`config.mk`:
```
export PLATFORM = sky130hd
export DESIGN_NAME = adc_seq_ctrl
export DESIGN_NICKNAME = d
export VERILOG_FILES = /design/src/rtl/adc_seq_pkg.sv /design/src/rtl/adc_chan_mux.sv /design/src/rtl/adc_ctrl_regs.sv /design/src/rtl/adc_conv_seq.sv /design/src/rtl/adc_seq_ctrl.sv
export SDC_FILE = /design/constraint.sdc
export NUM_CORES = 1
export LEC_CHECK = 0
export BUFFER_PORTS_ARGS = -buffer_cell sky130_fd_sc_hd__buf_2
export CAP_MARGIN = 25
export CORE_UTILIZATION = 30
export CTS_CLUSTER_DIAMETER = 60
export DETAILED_ROUTE_END_ITERATION = 8
export PLACE_DENSITY = 0.51
export SKIP_LAST_GASP = 1
export SLEW_MARGIN = 20
export SYNTH_ARGS = -nofsm -noshare
export SYNTH_HDL_FRONTEND = slang
export SYNTH_SLANG_ARGS = --single-unit
```
`constraint.sdc`:
```
create_clock -name clk_i -period 2.25 [get_ports clk_i]
set_clock_uncertainty 0.2 [all_clocks]
set_input_delay 0.225 -clock clk_i [delete_from_list [all_inputs] [get_ports clk_i]]
set_output_delay 0.225 -clock clk_i [all_outputs]
set_load 0.1 [all_outputs]
```
`src/rtl/adc_seq_pkg.sv`:
```
`timescale 1ns/1ps
package adc_seq_pkg;
  localparam int unsigned REG_W  = 16;
  localparam int unsigned ADDR_W = 4;
  localparam int unsigned SEL_W  = 3;

  localparam logic [ADDR_W-1:0] ADDR_CTRL = 4'hA;
  localparam logic [ADDR_W-1:0] ADDR_DATA = 4'hB;

  localparam int unsigned B_SYNC   = 0;
  localparam int unsigned B_SEL_LO = 2;
  localparam int unsigned B_START  = 7;
  localparam int unsigned B_EN     = 15;
  localparam int unsigned B_VALID  = 15;
  localparam int unsigned B_RES_LO = 5;

  // implemented control bits: en, start, ext ref, sel[2:0], bypass, sync
  localparam logic [REG_W-1:0] CTRL_MASK = 16'h80BF;

  typedef enum logic [1:0] {ST_IDLE, ST_SEL, ST_WAIT, ST_CONV} seq_state_e;
endpackage

```
`src/rtl/adc_chan_mux.sv`:
```
`timescale 1ns/1ps
module adc_chan_mux #(
  parameter int unsigned NUM_CH = 8,
  parameter int unsigned RES_W  = 10,
  parameter int unsigned SEL_W  = 3
) (
  input  logic [NUM_CH*RES_W-1:0] chan_data_i,
  input  logic [SEL_W-1:0]        sel_i,
  output logic [RES_W-1:0]        sample_o
);
  localparam int unsigned SLOTS = 2**SEL_W;

  logic [RES_W-1:0] slot_w [SLOTS];

  for (genvar g = 0; g < SLOTS; g++) begin : g_slot
    if (g < NUM_CH) begin : g_used
      assign slot_w[g] = chan_data_i[g*RES_W +: RES_W];
    end else begin : g_pad
      assign slot_w[g] = '0;
    end
  end

  assign sample_o = slot_w[sel_i];
endmodule

```
`src/rtl/adc_ctrl_regs.sv`:
```
`timescale 1ns/1ps
module adc_ctrl_regs
  import adc_seq_pkg::*;
#(
  parameter int unsigned RES_W = 10
) (
  input  logic              clk_i,
  input  logic              rst_ni,
  input  logic              we_i,
  input  logic [ADDR_W-1:0] addr_i,
  input  logic [REG_W-1:0]  wdata_i,
  input  logic [RES_W-1:0]  result_i,
  input  logic              valid_i,
  output logic [SEL_W-1:0]  sel_o,
  output logic              sync_en_o,
  output logic              launch_o,
  output logic              abort_o,
  output logic [REG_W-1:0]  rdata_o
);
  logic [REG_W-1:0] ctrl_q;
  logic [REG_W-1:0] data_word;
  logic             wr_ctrl;

  assign wr_ctrl   = we_i && (addr_i == ADDR_CTRL);
  // launch only on a 0->1 change of the stored start bit
  assign launch_o  = wr_ctrl && wdata_i[B_EN] && wdata_i[B_START] && !ctrl_q[B_START];
  assign abort_o   = wr_ctrl && !wdata_i[B_EN];
  assign sel_o     = ctrl_q[B_SEL_LO +: SEL_W];
  assign sync_en_o = ctrl_q[B_SYNC];

  always_ff @(posedge clk_i or negedge rst_ni) begin
    if (!rst_ni)      ctrl_q <= '0;
    else if (wr_ctrl) ctrl_q <= wdata_i & CTRL_MASK;
  end

  always_comb begin
    data_word                      = '0;
    data_word[B_VALID]             = valid_i;
    data_word[B_RES_LO +: RES_W]   = result_i;
  end

  always_comb begin
    unique case (addr_i)
      ADDR_CTRL: rdata_o = ctrl_q;
      ADDR_DATA: rdata_o = data_word;
      default:   rdata_o = '0;
    endcase
  end

  assert_ctrl_hold_R2: assert property (@(posedge clk_i) disable iff (!rst_ni)
    !wr_ctrl |=> $stable(ctrl_q));
  assert_start_latched_R9: assert property (@(posedge clk_i) disable iff (!rst_ni)
    launch_o |=> ctrl_q[B_START] && ctrl_q[B_EN]);
  assert_no_launch_disabled_R11: assert property (@(posedge clk_i) disable iff (!rst_ni)
    abort_o |-> !launch_o);
endmodule

```
`src/rtl/adc_conv_seq.sv`:
```
`timescale 1ns/1ps
module adc_conv_seq
  import adc_seq_pkg::*;
#(
  parameter int unsigned RES_W    = 10,
  parameter int unsigned SEL_CYC  = 51,
  parameter int unsigned CONV_CYC = 102
) (
  input  logic             clk_i,
  input  logic             rst_ni,
  input  logic             launch_i,
  input  logic             abort_i,
  input  logic             sync_en_i,
  input  logic             sync_i,
  input  logic [SEL_W-1:0] sel_i,
  input  logic [RES_W-1:0] sample_i,
  output logic [SEL_W-1:0] sel_o,
  output logic [RES_W-1:0] result_o,
  output logic             valid_o,
  output logic             done_o
);
  localparam int unsigned MAX_CYC = (SEL_CYC > CONV_CYC) ? SEL_CYC : CONV_CYC;
  localparam int unsigned CNT_W   = $clog2(MAX_CYC + 1);
  localparam logic [CNT_W-1:0] SEL_LAST  = CNT_W'(SEL_CYC - 1);
  localparam logic [CNT_W-1:0] CONV_LAST = CNT_W'(CONV_CYC - 1);

  seq_state_e       state_q;
  logic [CNT_W-1:0] cnt_q;
  logic             seen_q;
  logic [RES_W-1:0] samp_q;
  logic [RES_W-1:0] res_q;
  logic             valid_q;
  logic             done_q;
  logic [SEL_W-1:0] sel_q;
  logic             gate_open;

  assign gate_open = !sync_en_i || seen_q || sync_i;

  always_ff @(posedge clk_i or negedge rst_ni) begin
    if (!rst_ni) begin
      state_q <= ST_IDLE;
      cnt_q   <= '0;
      seen_q  <= 1'b0;
      samp_q  <= '0;
      res_q   <= '0;
      valid_q <= 1'b0;
      done_q  <= 1'b0;
      sel_q   <= '0;
    end else begin
      done_q <= 1'b0;
      if (abort_i) begin
        state_q <= ST_IDLE;
        cnt_q   <= '0;
        valid_q <= 1'b0;
      end else if (launch_i) begin
        state_q <= ST_SEL;
        cnt_q   <= '0;
        valid_q <= 1'b0;
        seen_q  <= 1'b0;
        sel_q   <= sel_i;
      end else begin
        unique case (state_q)
          ST_IDLE: ;
          ST_SEL: begin
            if (sync_i) seen_q <= 1'b1;
            if (cnt_q == SEL_LAST) begin
              cnt_q <= '0;
              if (gate_open) begin
                state_q <= ST_CONV;
                samp_q  <= sample_i;
              end else begin
                state_q <= ST_WAIT;
              end
            end else begin
              cnt_q <= cnt_q + 1'b1;
            end
          end
          ST_WAIT: begin
            if (sync_i || !sync_en_i) begin
              state_q <= ST_CONV;
              samp_q  <= sample_i;
              cnt_q   <= '0;
            end
          end
          ST_CONV: begin
            if (cnt_q == CONV_LAST) begin
              state_q <= ST_IDLE;
              cnt_q   <= '0;
              res_q   <= samp_q;
              valid_q <= 1'b1;
              done_q  <= 1'b1;
            end else begin
              cnt_q <= cnt_q + 1'b1;
            end
          end
          default: state_q <= ST_IDLE;
        endcase
      end
    end
  end

  assign sel_o    = sel_q;
  assign result_o = res_q;
  assign valid_o  = valid_q;
  assign done_o   = done_q;

  assert_sel_cnt_bound_R5: assert property (@(posedge clk_i) disable iff (!rst_ni)
    (state_q == ST_SEL) |-> (cnt_q < CNT_W'(SEL_CYC)));
  assert_conv_cnt_bound_R5: assert property (@(posedge clk_i) disable iff (!rst_ni)
    (state_q == ST_CONV) |-> (cnt_q < CNT_W'(CONV_CYC)));
  assert_launch_clears_valid_R4: assert property (@(posedge clk_i) disable iff (!rst_ni)
    launch_i |=> !valid_o && (state_q == ST_SEL));
  assert_abort_idle_R10: assert property (@(posedge clk_i) disable iff (!rst_ni)
    abort_i |=> (state_q == ST_IDLE) && !valid_o && !done_o && $stable(res_q));
  assert_wait_holds_R7: assert property (@(posedge clk_i) disable iff (!rst_ni)
    (state_q == ST_WAIT && !sync_i && sync_en_i && !abort_i && !launch_i) |=> (state_q == ST_WAIT));
  assert_done_sets_valid_R5: assert property (@(posedge clk_i) disable iff (!rst_ni)
    $rose(done_o) |-> valid_o && $past(state_q == ST_CONV));
endmodule

```
`src/rtl/adc_seq_ctrl.sv`:
```
`timescale 1ns/1ps
module adc_seq_ctrl #(
  parameter int unsigned NUM_CH   = 8,
  parameter int unsigned RES_W    = 10,
  parameter int unsigned SEL_CYC  = 51,
  parameter int unsigned CONV_CYC = 102,
  parameter int unsigned IRQ_W    = 16,
  parameter int unsigned IRQ_BIT  = 11
) (
  input  logic                    clk_i,
  input  logic                    rst_ni,
  input  logic                    reg_we_i,
  input  logic [3:0]              reg_addr_i,
  input  logic [15:0]             reg_wdata_i,
  output logic [15:0]             reg_rdata_o,
  input  logic                    adc_sync_i,
  input  logic [NUM_CH*RES_W-1:0] chan_data_i,
  output logic [IRQ_W-1:0]        irq_evt_o
);
  import adc_seq_pkg::*;

  logic [SEL_W-1:0] ctrl_sel, conv_sel;
  logic             sync_en, launch, abort;
  logic [RES_W-1:0] sample, result;
  logic             valid, done;

  adc_ctrl_regs #(.RES_W(RES_W)) u_regs (
    .clk_i     (clk_i),
    .rst_ni    (rst_ni),
    .we_i      (reg_we_i),
    .addr_i    (reg_addr_i),
    .wdata_i   (reg_wdata_i),
    .result_i  (result),
    .valid_i   (valid),
    .sel_o     (ctrl_sel),
    .sync_en_o (sync_en),
    .launch_o  (launch),
    .abort_o   (abort),
    .rdata_o   (reg_rdata_o)
  );

  adc_chan_mux #(.NUM_CH(NUM_CH), .RES_W(RES_W), .SEL_W(SEL_W)) u_mux (
    .chan_data_i (chan_data_i),
    .sel_i       (conv_sel),
    .sample_o    (sample)
  );

  adc_conv_seq #(.RES_W(RES_W), .SEL_CYC(SEL_CYC), .CONV_CYC(CONV_CYC)) u_seq (
    .clk_i     (clk_i),
    .rst_ni    (rst_ni),
    .launch_i  (launch),
    .abort_i   (abort),
    .sync_en_i (sync_en),
    .sync_i    (adc_sync_i),
    .sel_i     (ctrl_sel),
    .sample_i  (sample),
    .sel_o     (conv_sel),
    .result_o  (result),
    .valid_o   (valid),
    .done_o    (done)
  );

  for (genvar g = 0; g < IRQ_W; g++) begin : g_irq
    if (g == IRQ_BIT) begin : g_adc
      assign irq_evt_o[g] = done;
    end else begin : g_idle
      assign irq_evt_o[g] = 1'b0;
    end
  end

  assert_irq_onehot_R8: assert property (@(posedge clk_i) disable iff (!rst_ni)
    $onehot0(irq_evt_o));
  assert_irq_single_R8: assert property (@(posedge clk_i) disable iff (!rst_ni)
    irq_evt_o[IRQ_BIT] |=> !irq_evt_o[IRQ_BIT]);
endmodule

```
# == Yosys cells after proc, flatten, opt, wreduce, memory -nomap -nowiden ==
# Cells that the tools add are included.
# op_classes
eq_ne,13
mux,32
n_addsub,1
bitwise_logic,3
magnitude_cmp,1
reduce_logical,24
# op_table
cell,n
10-bit two-way mux,5
7-bit two-way mux,5
16-bit case mux with 2 select lines,1
10-bit binary-select mux with 3-bit select,1
7-bit case mux with 3 select lines,1
10-bit case mux with 2 select lines,1
1-bit two-way mux,12
4-bit by 3-bit inequality test with 1-bit output (second input constant),3
2-bit two-way mux,5
4-bit == test (second input constant),2
4-bit AND reduction,2
7-bit by 1-bit adder with 7-bit output (second input constant),1
7-bit by 6-bit == test with 1-bit output (second input constant),1
7-bit == test (second input constant),1
2-bit by 1-bit inequality test with 1-bit output (second input constant),3
2-bit case mux with 3 select lines,1
2-bit AND reduction,3
6-bit AND reduction,1
2-bit nonzero test,3
3-bit nonzero test,2
1-bit logical AND,5
5-bit nonzero test,1
2-bit == test (second input constant),2
4-bit >= comparator (second input constant),1
6 further kinds,11
# totals
in_bits,104
reg_bits,43
wordCells,83

# == Logic depth before layout (Yosys ltp) ==
# depth
word_depth,8
ltp_mapped,7

# == Cells and area by module ==
# A second synthesis with hierarchy kept.
# hier_totals
cells_unflattened,236
area_unflattened_um2,3106.7
# modules_own_cells
module,instances,seq_area_each_um2,area_per_inst_um2,cells_per_inst
adc_conv_seq,1,875.8,1784.2,141
adc_chan_mux,1,0.0,671.9,35
adc_ctrl_regs,1,200.2,526.8,43
adc_seq_ctrl,1,0.0,123.9,17

# == Least setup slack after synthesis ==
# No wires, ideal clock.
# synth_timing
path_kind,register to register
startpoint,register u_seq.cnt_q[0]
endpoint,register u_seq.samp_q[0]
arrival_ns,1.691
stages_incl_launch_ff,8
slack_ns,0.234
required_time_ns,1.925
n_path_buf,1
period_less_slack_ns,2.016
path_cell_list,dfrtp_1 inv_1 ha_1 and4bb_4 o2111ai_1 a21boi_0 buf_2 mux2_2
# synth_between
elab_chain_cells,3
# synth_rtl
item,line_no,rtl
from (decl),adc_conv_seq.sv:28,logic [CNT_W-1:0] cnt_q;
from (signal assigned),adc_conv_seq.sv:75,cnt_q <= cnt_q + 1'b1;
from (signal assigned),adc_conv_seq.sv:93,cnt_q <= cnt_q + 1'b1;
7-bit by 6-bit == test with 1-bit output,adc_conv_seq.sv:66,if (cnt_q == SEL_LAST) begin
2-bit by 1-bit inequality test with 1-bit output (no source line),--,
6-bit AND reduction (no source line),--,
to (signal assigned),adc_conv_seq.sv:70,samp_q <= sample_i;
to (signal assigned),adc_conv_seq.sv:81,samp_q <= sample_i;
to (decl),adc_conv_seq.sv:30,logic [RES_W-1:0] samp_q;
# No other way between the ends.
# A chain may end at the register's enable or synchronous reset.

# == Final worst setup path ==
# layout_timing
startpoint,register u_seq.cnt_q[0]
endpoint,register u_seq.samp_q[3]
# The elaborated chain is that of the path after synthesis.

==> metrics.txt <==
Die Ht=101 um; Seq/Total Area, Yosys=36.5%; PortBufs=112; Avg WL per Cell=14.4 um; share of layout cells above drive strength 1=54.7%; Tot GR Track Use=14.9%; Final Setup Violations=0; Critical Path Sink Type=register; fin crit share=97.2%; P per Cell Area=784 mW/mm^2; Final GP Congestion=0.807; Max Buffers Root-to-Sink=2; worst setup path startpoint=u_seq.cnt_q[0]; Post-DP HPWL=5690 um; Post-synth ARST share=100%; worst-case hold path end point=u_regs.ctrl_q[15]; Mapped Cells=236; critical path launch point type=register; max-slew violations=0; Crit Reg-Reg Startpoint=u_seq.cnt_q[0]; H-tree Lvls=2; Tmin final=2190 ps; largest net degree at the start of global routing=21; R2R depth=7; status=complete, no violations; drt pass-1 iters=4; Final nets=479; Achievable Freq=457 MHz; Synthesis Warnings=0; Post-Syn Area=0.00295 mm^2; Worst-path clk slew=80 ps; Netlist cell types=48; Hold Vio Cnt, Final=0; worst path required time=2230 ps; kind of critical path=register to register; total congestion overflow=0; Rows=35; fin cells=498; Initial Utilization=31.5%; hold path depth=3; placed cell count=479; Synth top area share=36.5%; CTS tree=yes; worst-skew pair later-pin latency=300 ps; CTS Buf Count=5; Synth Area per Inst=12.5 um^2; top area cells in the synthesized netlist=dfrtp_1 36%, mux4_2 13%, mux2_2 12%; HP Class=input port to register; Primary FF master, synth=dfrtp_1; DRT iter0 DRCs=58; synthesis-stage register bit count=43; DR vias/cell=4.72; R2R Path End=u_seq.samp_q[3]; Yosys top cell by area=dfrtp_1; Leak=1.85 nW; area delta synth->final=33.9%; antenna cells=0; initial antenna violation count=0; Post-synth EDFFs=0; io pins=136; die width=101 um; DRC viols=0; r2r setup slk=60 ps; CTS Root Cell=clkbuf_8; Max Cap Viol=0; Worst VDD drop=348 uV; CTS Sinks=43; Detail Route Antenna Nets=0; FILL cells=918; Pwr Total=3.10 mW; hold_sp=reg_wdata_i[15]; CP arrival=2160 ps; vias in the first global route=2484; core area=0.00937 mm^2; Crit Path Max Fanout=5; Final Routed Wirelength=7180 um; first-pass GRT wire length=11900 um; Die ar.=0.0102 mm^2; via count=2352
[worst max-delay path by stage]
stage / endpoint / slack (ps) / depth (start not counted)
floorplan: u_seq.samp_q[0] / 230 / 7
global placement: u_seq.samp_q[3] / 110 / 7
detailed placement: u_seq.samp_q[3] / 80 / 7
CTS: u_seq.samp_q[3] / 50 / 7
global route: u_seq.samp_q[0] / -10 / 7
finish: u_seq.samp_q[3] / 60 / 7
[synth_stat cells, types with 2 or more instances]
master / n
mux2_2: 32
buf_2: 3
mux4_1: 3
nor3_1: 4
nand2b_1: 4
dfrtp_1: 43
o211ai_1: 3
mux4_2: 17
and2_1: 13
nor2b_1: 4
a22o_1: 4
buf_6: 3
o311ai_0: 2
o21a_1: 2
ha_1: 6
o2111ai_1: 6
and3_1: 2
nand2_1: 5
mux2_1: 8
inv_1: 6
nand3_1: 12
buf_4: 18
o21ai_0: 3
o31ai_1: 2
clkbuf_1: 6
a211oi_1: 3
[sequential cells by signal, summed over array words and instances, names as in the netlist]
name            cells
u_seq.state_q       2
u_seq.result_o     10
u_regs.ctrl_q       8
u_seq.valid_o       1
u_seq.seen_q        1
u_seq.done_o        1
u_seq.sel_o         3
u_seq.cnt_q         7
u_seq.samp_q       10
[layout make-up]
class,instances,area [um^2],area share (%)
Tap cell,129,161,4.09
Timing Repair Buffer,142,868,22.0
Multi-Input combinational cell,170,1710,43.3
Clock buffer,5,68.8,1.74
Sequential cell,43,1080,27.3
Clock inverter,2,37.5,0.951
Inverter,7,26.3,0.665
[routing by layer]
metal	part of all wire, %	GRT usage [%]
met1	46	18.8
met4	1.1	4.46
met2	50	26.1
met3	3.3	2.55
met5	0	0
[placed cells by master, fill, tap and decap left out, drive strengths merged, types with 3 or more instances in the layout]
cell           n
a211oi         3
a22o           4
and2          13
buf          133
clkbuf         5
conb          15
dfrtp         43
dlygate4sd3    9
ha             6
inv            7
mux2          40
mux4          20
nand2          5
nand2b         4
nand3         12
nor2b          4
nor3           4
o2111ai        6
o211ai         3
o21ai          3
o311ai         3
[repair_timing]
action                     CTS  global route
resized for setup            0             9
hold endpoints to repair    25             0
setup endpoints to repair    0            21
hold buffers                 9             0
buffers inserted             0             2
[where the power goes]
| part | switching, mW | internal, mW | leakage (nW) |
|---|---|---|---|
| Clock | 0.270 | 0.325 | 0.0502 |
| Sequential | 0.135 | 0.969 | 0.547 |
| Combinational | 0.705 | 0.693 | 1.25 |
[per-stage QoR]
stage	setup slack (ps)	TNS [ps]	cell area, um^2	utilization, %	hold WS (ps)
after CTS	50.4	0	3900	41.6	13.0
after global placement	106	0	3700	39.5	0.918
after detailed placement	76.7	0	3700	39.5	11.6
final	62.8	0	3950	42.1	17.3
after floorplan	234	0	3000	-	-271
after global routing	-10.9	-41.3	3950	42.1	38.6
[logic make-up after synthesis]
logic type | synth area share (%)
muxes | 30.9
other | 0.127
AOI/OAI and AO/OA | 10.7
buffers and inverters | 7.89
adders and majority gates | 2.55
and+or+nand+nor | 11.3
DFF | 36.5
[worst max-delay path, cell delays in order (launching register included)]
cell and delay, ps:
dfrtp_1 390, inv_1 90, ha_1 160, and4bb_4 290, o2111ai_1 150, a21boi_2 280
buf_6 170, mux2_2 330
(Power assumes the default switching activity.)
